==> src/rtl/wbb_pkg.sv <==
package wbb_pkg;
  typedef enum logic [1:0] {
    ST_EMPTY = 2'd0,
    ST_HOLD  = 2'd1,
    ST_REQ   = 2'd2
  } wbb_state_e;
endpackage

==> src/rtl/wbb_line_match.sv <==
module wbb_line_match #(
  parameter int ADDR_W = 32,
  parameter int OFF_W  = 4
) (
  input  logic              entry_valid,
  input  logic [ADDR_W-1:0] entry_addr,
  input  logic              probe_valid,
  input  logic [ADDR_W-1:0] probe_addr,
  output logic              match
);
  logic same_line;

  generate
    if (OFF_W > 0) begin : g_offset
      assign same_line = (entry_addr[ADDR_W-1:OFF_W] == probe_addr[ADDR_W-1:OFF_W]);
    end else begin : g_no_offset
      assign same_line = (entry_addr == probe_addr);
    end
  endgenerate

  assign match = entry_valid && probe_valid && same_line;
endmodule

==> src/rtl/wbb_store.sv <==
module wbb_store #(
  parameter int ADDR_W = 32,
  parameter int DATA_W = 128,
  parameter int OFF_W  = 4
) (
  input  logic              clk,
  input  logic              load,
  input  logic [ADDR_W-1:0] load_addr,
  input  logic [DATA_W-1:0] load_data,
  input  logic              supply,
  output logic [ADDR_W-1:0] held_addr,
  output logic [DATA_W-1:0] held_data,
  output logic [DATA_W-1:0] supply_data
);
  localparam logic [ADDR_W-1:0] OFF_MASK = ADDR_W'((64'd1 << OFF_W) - 64'd1);

  logic [ADDR_W-1:0] addr_q;
  logic [DATA_W-1:0] data_q;
  logic [DATA_W-1:0] supply_q;

  // Data path without reset so it maps onto plain fabric registers or RAM.
  always_ff @(posedge clk) begin
    if (load) begin
      addr_q <= load_addr & ~OFF_MASK;
      data_q <= load_data;
    end
    if (supply) begin
      supply_q <= data_q;
    end
  end

  assign held_addr   = addr_q;
  assign held_data   = data_q;
  assign supply_data = supply_q;
endmodule

==> src/rtl/wbb_ctrl.sv <==
module wbb_ctrl
  import wbb_pkg::*;
(
  input  logic clk,
  input  logic rst,
  input  logic evict_valid,
  input  logic miss_pending,
  input  logic wb_grant,
  input  logic snoop_kill,
  output logic load,
  output logic held,
  output logic evict_stall,
  output logic wb_req,
  output logic wb_fire,
  output logic snoop_hit
);
  wbb_state_e state_q, state_d;
  logic       grant_take;
  logic       fire_q, hit_q;

  assign held       = (state_q != ST_EMPTY);
  assign load       = evict_valid && (state_q == ST_EMPTY);
  assign grant_take = wb_grant && (state_q == ST_REQ);

  always_comb begin
    state_d = state_q;
    unique case (state_q)
      ST_EMPTY: if (load) state_d = ST_HOLD;
      ST_HOLD, ST_REQ: begin
        if (snoop_kill || grant_take) state_d = ST_EMPTY;
        else if (!miss_pending)       state_d = ST_REQ;
        else                          state_d = ST_HOLD;
      end
      default: state_d = ST_EMPTY;
    endcase
  end

  always_ff @(posedge clk) begin
    if (rst) begin
      state_q <= ST_EMPTY;
      fire_q  <= 1'b0;
      hit_q   <= 1'b0;
    end else begin
      state_q <= state_d;
      fire_q  <= grant_take && !snoop_kill;
      hit_q   <= snoop_kill;
    end
  end

  assign evict_stall = (state_q != ST_EMPTY);
  assign wb_req      = (state_q == ST_REQ);
  assign wb_fire     = fire_q;
  assign snoop_hit   = hit_q;

  // a request only follows a cycle with the miss already sent
  a_r4_req_after_miss: assert property (@(posedge clk) disable iff (rst)
    wb_req |-> $past(!miss_pending));
  // a writeback strobe only follows an accepted grant
  a_r5_fire_follows_grant: assert property (@(posedge clk) disable iff (rst)
    wb_fire |-> $past(wb_grant && wb_req));
  // a matching snoop wins over a simultaneous grant
  a_r8_snoop_beats_grant: assert property (@(posedge clk) disable iff (rst)
    (snoop_kill && wb_grant && wb_req) |=> (snoop_hit && !wb_fire));
  // supplying the line releases the entry
  a_r6_hit_frees: assert property (@(posedge clk) disable iff (rst)
    snoop_hit |-> (!evict_stall && !wb_req));
  // an unrequested grant does nothing
  a_r9_idle_grant: assert property (@(posedge clk) disable iff (rst)
    (wb_grant && !wb_req && !snoop_kill && held) |=> (!wb_fire && evict_stall));
endmodule

==> src/rtl/wb_snoop_buffer.sv <==
module wb_snoop_buffer #(
  parameter int ADDR_W     = 32,
  parameter int LINE_BYTES = 16,
  localparam int DATA_W    = LINE_BYTES * 8,
  localparam int OFF_W     = (LINE_BYTES > 1) ? $clog2(LINE_BYTES) : 0
) (
  input  logic              clk,
  input  logic              rst,
  input  logic              evict_valid,
  input  logic [ADDR_W-1:0] evict_addr,
  input  logic [DATA_W-1:0] evict_data,
  output logic              evict_stall,
  input  logic              miss_pending,
  output logic              wb_req,
  input  logic              wb_grant,
  output logic              wb_fire,
  output logic [ADDR_W-1:0] wb_addr,
  output logic [DATA_W-1:0] wb_data,
  input  logic              snoop_valid,
  input  logic [ADDR_W-1:0] snoop_addr,
  output logic              snoop_hit,
  output logic [DATA_W-1:0] snoop_data
);
  logic load, held, kill;
  logic [ADDR_W-1:0] held_addr;
  logic [DATA_W-1:0] held_data;

  wbb_line_match #(.ADDR_W(ADDR_W), .OFF_W(OFF_W)) i_match (
    .entry_valid (held),
    .entry_addr  (held_addr),
    .probe_valid (snoop_valid),
    .probe_addr  (snoop_addr),
    .match       (kill)
  );

  wbb_store #(.ADDR_W(ADDR_W), .DATA_W(DATA_W), .OFF_W(OFF_W)) i_store (
    .clk         (clk),
    .load        (load),
    .load_addr   (evict_addr),
    .load_data   (evict_data),
    .supply      (kill),
    .held_addr   (held_addr),
    .held_data   (held_data),
    .supply_data (snoop_data)
  );

  wbb_ctrl i_ctrl (
    .clk          (clk),
    .rst          (rst),
    .evict_valid  (evict_valid),
    .miss_pending (miss_pending),
    .wb_grant     (wb_grant),
    .snoop_kill   (kill),
    .load         (load),
    .held         (held),
    .evict_stall  (evict_stall),
    .wb_req       (wb_req),
    .wb_fire      (wb_fire),
    .snoop_hit    (snoop_hit)
  );

  assign wb_addr = held_addr;
  assign wb_data = held_data;

  // an eviction offered while occupied leaves the entry untouched
  a_r3_entry_kept: assert property (@(posedge clk) disable iff (rst)
    (evict_stall && evict_valid) |=> ($stable(wb_addr) && $stable(wb_data)));
  // the stall covers the cycle after a capture
  a_r2_stall_after_load: assert property (@(posedge clk) disable iff (rst)
    (!evict_stall && evict_valid) |=> evict_stall);
endmodule

==> config.mk <==
export PLATFORM = sky130hd
export DESIGN_NAME = wb_snoop_buffer
export DESIGN_NICKNAME = d
export VERILOG_FILES = /design/src/rtl/wbb_pkg.sv /design/src/rtl/wbb_line_match.sv /design/src/rtl/wbb_store.sv /design/src/rtl/wbb_ctrl.sv /design/src/rtl/wb_snoop_buffer.sv
export SDC_FILE = /design/constraint.sdc
export NUM_CORES = 1
export LEC_CHECK = 0
export ABC_AREA = 1
export ABC_CLOCK_PERIOD_IN_PS = 12000
export CORE_AREA = 2 2 193 195
export DETAILED_ROUTE_END_ITERATION = 12
export DIE_AREA = 0 0 195 197
export SYNTH_ARGS = -nofsm -noshare
export SYNTH_HDL_FRONTEND = slang
export SYNTH_SLANG_ARGS = --single-unit
==> constraint.sdc <==
create_clock -name clk -period 12 [get_ports clk]
set_clock_uncertainty 0.15 [all_clocks]
set_input_delay 3 -clock clk [delete_from_list [all_inputs] [get_ports clk]]
set_output_delay 3 -clock clk [all_outputs]
set_load 0.01 [all_outputs]
==> impl_metrics.toml, run 1 <==
[synthesis]
synth-main-ff-cell = "edfxtp_1"
synth_top_area_frac = 0.896
ys_ff_latch = 288
ys_seq_area_frac = 0.904
yosys.area.top_type = "edfxtp_1"
synth_cells = 492
yosys_warnings = 0
ys_types = 24
synth-simple-area-share = 0.0552
yosysMostFrequentCell = "edfxtp_1"
ys_top_cells_by_area = "edfxtp_1, nand2_1, inv_1"
synthMuxAreaShare = 0
synth_edf_count = 284
synthAdderAreaFrac = 0.00394
synth-async-reset-ratio = 0
synth-compound-area-share = 0.00486
synth_xor_area_frac = 0.00644
ys_top_cells_by_count = "edfxtp_1, nand2_1, inv_1"
avgSynthCellArea_um2 = 19.4
synth_top_family_by_area = "simple AND/OR/NAND/NOR gates"
synth_area_mm2 = 0.00952

[cts]
clock-root-buffer = "clkbuf_16"
cts_sinks = 288
cts_tree = "yes"
postCtsSetupBuffers = 0
clock_latency_ns = 0.58
cts_buffers = 30
clock_path_buffers = 3
ctsResizeCount = 0
cts-htree-levels = 1
ctsHoldBuffers = 0
clkTransAtPathRegs_ns = 0.06

[die]
fp.dieH_um = 197
die-width_um = 195
dieArea_mm2 = 0.0384
core_mm2 = 0.0363
start_util = 0.263
io_pins = 490
rows = 70

[placed_design]
place_inst = 1439
place_congestion = 0.838
place_area_mm2 = 0.0149
pre_cts_ws_ns = 6.25
place_hpwl_um = 21600
portBuffers = 477

[timing]
slew_headroom = 0.327
tightest_slew_ns = 1.01
setup_tns_ns = 0
slew_viol_final = 0
rsz0062_at_grt = "no"
final.period_utilization = 0.431
max_freq_mhz = 193
hold_violations = 0
setup_viol_count_final = 0
finalCriticalPeriod_ns = 5.17
worst_slack_ns = 6.83

[outcome]
status = "finished clean"

[flow_run]
cap_violations = 0

[worst_setup_path]
required_ns = 12.03
crit_arrival_ns = 5.20
critPathKind = "in2reg"
endpoint_kind = "flop"
cp-start-kind = "primary input"
crit_fanout = 90

[grt]
grt_pass1_wl_um = 40300
grt_max_degree = 91
antenna_found_initial = 2
grt_usage = 0.142
grt_pass1_vias = 6199
grt-ovfl-total = 0

[routing]
initialDrtViolationCount = 264
via_count = 5954
drc = 0
antenna_left = 0
finalWirelength_um = 28400
wire_per_inst_um = 19.0
first_pass_iters = 4
viasPerCell = 3.99

[power_and_ir_drop]
seq_power_share = 0.518
combPwrFrac = 0.113
switching_share = 0.227
p_leak_nw = 5.63
power.density_mw_per_mm2 = 148
peakVddDrop_mv = 0.118
p_int_w = 0.00181
p_sw_w = 0.000534
power.total_w = 0.00235
power_frac_clock = 0.369

[finish]
drive_gt1_frac = 0.0468
synthToLayoutAreaGrowth_pct = 66.0
stdcell_count = 1494
final_cell_area_mm2 = 0.0158
nets = 1204

[hold_path]
holdCritPathClass = "reg2reg"
-- registers in the layout, summed over array words and instances (netlist names) --
register,cells
i_store.held_data,128
i_store.supply_data,128
i_store.held_addr,28
i_ctrl.state_q,2
i_ctrl.snoop_hit,1
i_ctrl.wb_fire,1
-- worst max-delay path, cell delays in order --
cell and delay (ns):
clkdlybuf4s50_1 0.48, nand2_1 0.11, inv_6 0.59, buf_4 0.83
-- through the flow --
stage	utilization	hold slack, ns
after floorplan	-	0.317
after global routing	0.436	0.281
after global placement	0.411	0.279
after detailed placement	0.411	0.283
after CTS	0.436	0.287
final	0.436	0.286
-- final timing paths --
| check | cells past startpoint | slack [ns] | from | end |
|---|---|---|---|---|
| min | 0 | 0.29 | i_store.held_data[37] | i_store.supply_data[37] |
| min reg2reg | 0 | 0.29 | i_store.held_data[37] | i_store.supply_data[37] |
| max reg2reg | 5 | 9.18 | i_ctrl.state_q[0] | i_store.held_addr[24] |
| max | 4 | 6.83 | evict_valid | i_store.held_addr[24] |
-- power by group through the flow --
stage	sequential (W)	combinational [W]	clock, W
global route	0.00122	0.000284	0.000932
finish	0.00122	0.000265	0.000867
floorplan	0.00126	0.0000520	0
detailed placement	0.00124	0.000269	0
global placement	0.00123	0.000267	0
CTS	0.00122	0.000270	0.000895
-- layer usage --
layer | global-route usage | part of all wire
met1 | 0.158 | 0.37
met2 | 0.249 | 0.50
met3 | 0.0575 | 0.10
met4 | 0.0424 | 0.019
met5 | 0 | 0.00046
-- cell type report --
type	instances	area [µm²]
antenna	1	2.50
sequential	288	8610
tap	468	586
timing repair buffer	480	4800
multi-input combinational	147	691
clock inverter	15	125
fill	3294	20500
clock buffer	39	785
inverter	56	215
-- cell usage in the layout (no fill, tap or decap) --
cell type	count
a21boi_0	1
a21oi_1	1
a21oi_2	1
buf_4	3
bufinv_16	1
clkbuf_1	9
clkbuf_16	30
clkdlybuf4s50_1	477
clkinv_1	5
clkinv_16	1
clkinv_2	6
clkinvlp_4	1
conb_1	4
dfxtp_1	4
diode_2	1
edfxtp_1	284
ha_1	3
inv_1	55
inv_6	2
nand2_1	84
nand3_1	10
nand3_2	1
nand4_1	5
nor2_1	15
nor2_4	1
nor3_1	5
nor3b_1	1
nor4_1	1
nor4b_1	1
o21ai_0	4
o21ai_1	1
or2_4	1
xnor2_1	6
xor2_1	1
-- logic make-up after synthesis --
| family | Yosys count |
|---|---|
| xor+xnor | 7 |
| simple gates | 125 |
| buf+inv | 60 |
| fa+ha+maj | 3 |
| compound gates | 8 |
| flops | 288 |
| other cells | 1 |
Power figures use the tool's default switching activity.
==> inputs of run 2 (changes only) <==
ABC_CLOCK_PERIOD_IN_PS = 5300   (was 12000)
clock period = 5.3 ns   (was 12 ns; I/O delays follow)
==> run 2 against run 1 <==
Sequential power increased by 130%; cell count about the same; die area unchanged.
==> impl_metrics.toml, run 2 (synthesis results as in run 1) <==
[timing]
max_freq_mhz = 289
hold_violations = 0
slew_viol_final = 0
setup_viol_count_final = 0
setup_tns_ns = 0
final.period_utilization = 0.652
hold-worst-slack_ns = 0.294
slew_headroom = 0.573
tightest_slew_ns = 0.641
rsz0062_at_grt = "no"
finalCriticalPeriod_ns = 3.46

[routing]
antenna_left = 0
first_pass_iters = 4
wire_per_inst_um = 18.6
viasPerCell = 4.00
met3_length_um = 2650
finalWirelength_um = 27900
m1WireLength_um = 10900
via_count = 5974
top_layer_used = "met4"
initialDrtViolationCount = 199
drc = 0
wl_met2_um = 13800

[die]
fp.dieH_um = 197
start_util = 0.263
rows = 70
die-width_um = 195
dieArea_mm2 = 0.0384
core_mm2 = 0.0363
io_pins = 490

[worst_setup_path]
endpoint_kind = "flop"
critPathKind = "in2reg"
crit_arrival_ns = 3.54
cp-start-kind = "primary input"
required_ns = 5.38
crit_fanout = 19

[cts]
clock_path_buffers = 3
cts_buffers = 30
ctsHoldBuffers = 0
cts-htree-levels = 1
ctsResizeCount = 0
clock_latency_ns = 0.57
cts_sinks = 288
postCtsSetupBuffers = 0
clock-root-buffer = "clkbuf_16"
cts_tree = "yes"
clkTransAtPathRegs_ns = 0.06

[finish]
regArea_mm2 = 0.00861
drive_gt1_frac = 0.0487
final_common_cell = "clkdlybuf4s50_1"
synthToLayoutAreaGrowth_pct = 67.2
fill_cells = 3260
nets = 1206
antennaDiodeCount = 0
mostFrequentLayoutCells = "clkdlybuf4s50_1, edfxtp_1, nand2_1"
stdcell_count = 1495
final_cell_area_mm2 = 0.0159
multiInputGateArea_um2 = 691

[grt]
grt-ovfl-total = 0
grt_usage = 0.138
grt_pass1_wl_um = 39500
grt_pass1_vias = 6204
grt_max_degree = 90
antenna_found_initial = 1

[placed_design]
portBuffers = 477
place_hpwl_um = 21400
place_congestion = 0.810
place_area_mm2 = 0.0149
place_inst = 1441

[power_and_ir_drop]
p_leak_nw = 5.68
peakVddDrop_mv = 0.281
power.density_mw_per_mm2 = 341
power.total_w = 0.00542

[hold_path]
holdCritPathClass = "reg2reg"

[flow_run]
cap_violations = 0

[outcome]
status = "finished clean"
## run 2: final timing paths
path | from | to | slack, ns | cells after the start
worst max register to register | i_ctrl.state_q[0] | i_store.supply_data[92] | 2.51 | 8
worst min register to register | i_store.held_data[15] | i_store.supply_data[15] | 0.29 | 0
worst max-delay path | snoop_addr[12] | i_store.supply_data[92] | 1.84 | 8
worst min-delay path | i_store.held_data[15] | i_store.supply_data[15] | 0.29 | 0
## run 2: where the power goes
group	switching, W	total, W	internal, W
Clock	0.000844	0.00207	0.00123
Combinational	0.000265	0.000604	0.000339
Sequential	0.0000724	0.00275	0.00268
## run 2: routing by layer
metal | vias up | GRT usage
met5 | - | 0
met3 | 37 | 0.0507
met4 | 0 | 0.0404
met1 | 2847 | 0.161
li1 | 2803 | -
met2 | 287 | 0.238
## run 2: worst max-delay path: stages
cell	delay (ns)
clkdlybuf4s50_1	0.52
inv_1	0.07
nand2_1	0.07
o21ai_0	0.10
nor4_1	0.28
nand4_1	0.26
nor2_4	0.50
buf_4	0.39
## run 2: per-stage QoR
step,worst slack [ns],util
6_report,1.84,0.439
5_1_grt,1.60,0.439
4_1_cts,1.81,0.439
3_5_place_dp,1.21,0.412
3_3_place_gp,1.28,0.412
2_1_floorplan,0.271,-
## run 2: cell type report
type | count | share of cell area
Inverter | 56 | 0.0135
Timing Repair Buffer | 482 | 0.305
Clock buffer | 35 | 0.0483
Multi-Input combinational cell | 147 | 0.0434
Tap cell | 468 | 0.0368
Clock inverter | 19 | 0.0130
Sequential cell | 288 | 0.541
==> inputs of run 3 (changes only) <==
ABC_CLOCK_PERIOD_IN_PS = 3300   (was 5300)
clock period = 3.3 ns   (was 5.3 ns; I/O delays follow)
==> run 3 against run 2 <==
Register-to-register slack worse by 1.7 ns; total power up 61%; first-iteration DRC count up 31%; clock power up 59%; sequential power up 61%; hold slack worse by 0.0025 ns; routed wire length up 2.8%; combinational power up 65%; die area unchanged; global-route usage up 0.62 points; clock-buffer cell count down 2.
==> impl_metrics.toml, run 3 (synthesis results as in run 1) <==
[finish]
final_cell_area_mm2 = 0.0162
synthToLayoutAreaGrowth_pct = 69.7
stdcell_count = 1513
final_common_cell = "clkdlybuf4s50_1"
drive_gt1_frac = 0.0746
mostFrequentLayoutCells = "clkdlybuf4s50_1, edfxtp_1, nand2_1"
nets = 1223
antennaDiodeCount = 0
fin_util = 0.446

[grt]
grt_usage = 0.144
antenna_found_initial = 3
grt_max_degree = 65
grt_pass1_wl_um = 41000
grt-ovfl-total = 0
grt_pass1_vias = 6400

[die]
core_mm2 = 0.0363
start_util = 0.263
rows = 70
io_pins = 490
die-width_um = 195
dieArea_mm2 = 0.0384
fp.dieH_um = 197

[power_and_ir_drop]
p_sw_w = 0.00199
power.density_mw_per_mm2 = 540
seq_power_share = 0.507
combPwrFrac = 0.114
peakVddDrop_mv = 0.445
p_int_w = 0.00673
power_frac_clock = 0.378
p_leak_nw = 5.78
switching_share = 0.228

[routing]
initialDrtViolationCount = 260
first_pass_iters = 4
wire_per_inst_um = 18.9
drc = 0
antenna_left = 0
viasPerCell = 4.09
finalWirelength_um = 28700
via_count = 6186

[placed_design]
place_congestion = 0.823
place_inst = 1457
place_hpwl_um = 22400
place_area_mm2 = 0.0152
portBuffers = 477
pre_cts_ws_ns = 0.130

[timing]
hold_violations = 0
rsz0062_at_grt = "no"
worst_slack_ns = 0.291
finalCriticalPeriod_ns = 3.01
final.period_utilization = 0.912
slew_viol_final = 0
setup_viol_count_final = 0
max_freq_mhz = 332

[cts]
cts_sinks = 288
clock-root-buffer = "clkbuf_16"
ctsHoldBuffers = 0
clkTransAtPathRegs_ns = 0.06
cts_tree = "yes"
clock_latency_ns = 0.58
cts-htree-levels = 1
clock_path_buffers = 3
postCtsSetupBuffers = 0
ctsResizeCount = 0
cts_buffers = 31

[worst_setup_path]
max_stage_delay_ns = 0.58
critPathTopFamily = "buffers and inverters"
cp-start-kind = "flop"
cp_common_cell = "inv_1"
crit_chain = "inv_1, ha_1, inv_1, clkdlybuf4s50_1"
cpMaxStageDelayCell = "clkdlybuf4s50_1"
critPathKind = "reg2out"
crit_arrival_ns = 2.03
critical_path_buf_inv_count = 3
crit_fanout = 5
endpoint_kind = "output pin"
required_ns = 2.32

[flow_run]
cap_violations = 0

[hold_path]
holdCritPathClass = "reg2reg"

[outcome]
status = "finished clean"
[run 3: cell count changes in the layout (fill, tap and decap cells not counted), sizes merged]
cell,delta
buf,+16
bufinv,-2
clkbuf,-2
clkinv,-1
clkinvlp,+5
inv,+2
[run 3: per-layer routing]
layer	global-route usage	share of wire	up-vias
met1	0.168	0.38	2957
met4	0.0498	0.029	6
met2	0.241	0.48	327
met5	0	0.0012	-
li1	-	-	2839
met3	0.0582	0.10	57
[run 3: final timing paths]
path	from	to	slack (ns)	cells past startpoint
min	i_store.held_data[78]	i_store.supply_data[78]	0.29	0
max	i_ctrl.state_q[0]	evict_stall	0.29	4
min reg2reg	i_store.held_data[78]	i_store.supply_data[78]	0.29	0
max reg2reg	i_ctrl.state_q[0]	i_store.supply_data[9]	0.81	9
[run 3: area by class of cell]
class                           count  area [µm²]
Tap cell                          468         586
Fill cell                        3270       20100
Inverter                           56         224
Multi-Input combinational cell    147         738
Timing Repair Buffer              498        5030
Clock buffer                       33         783
Sequential cell                   288        8610
Clock inverter                     23         185
[run 3: power by group through the flow]
stage          logic, W  clock network [W]  registers, W
6_report       0.000999            0.00330       0.00442
5_1_grt         0.00107            0.00355       0.00445
4_1_cts         0.00101            0.00340       0.00443
3_5_place_dp    0.00100                  0       0.00450
3_3_place_gp    0.00100                  0       0.00449
2_1_floorplan  0.000202                  0       0.00457
[run 3: worst reg2reg max path, delay by kind of cell, from the launching register on]
| kind | cells | cell delay, ns |
|---|---|---|
| flip-flops | 1 | 0.36 |
| AND/OR/NAND/NOR | 4 | 0.78 |
| buffers and inverters | 4 | 0.60 |
| adder cells (fa/ha/maj) | 1 | 0.28 |
[run 3: per-stage QoR]
stage	setup TNS, ns	power (W)	hold WS [ns]
6_report	0	0.00872	0.292
5_1_grt	0	0.00906	0.302
4_1_cts	0	0.00884	0.293
3_5_place_dp	0	0.00551	0.283
3_3_place_gp	0	0.00549	0.279
2_1_floorplan	-137.92	0.00478	0.317
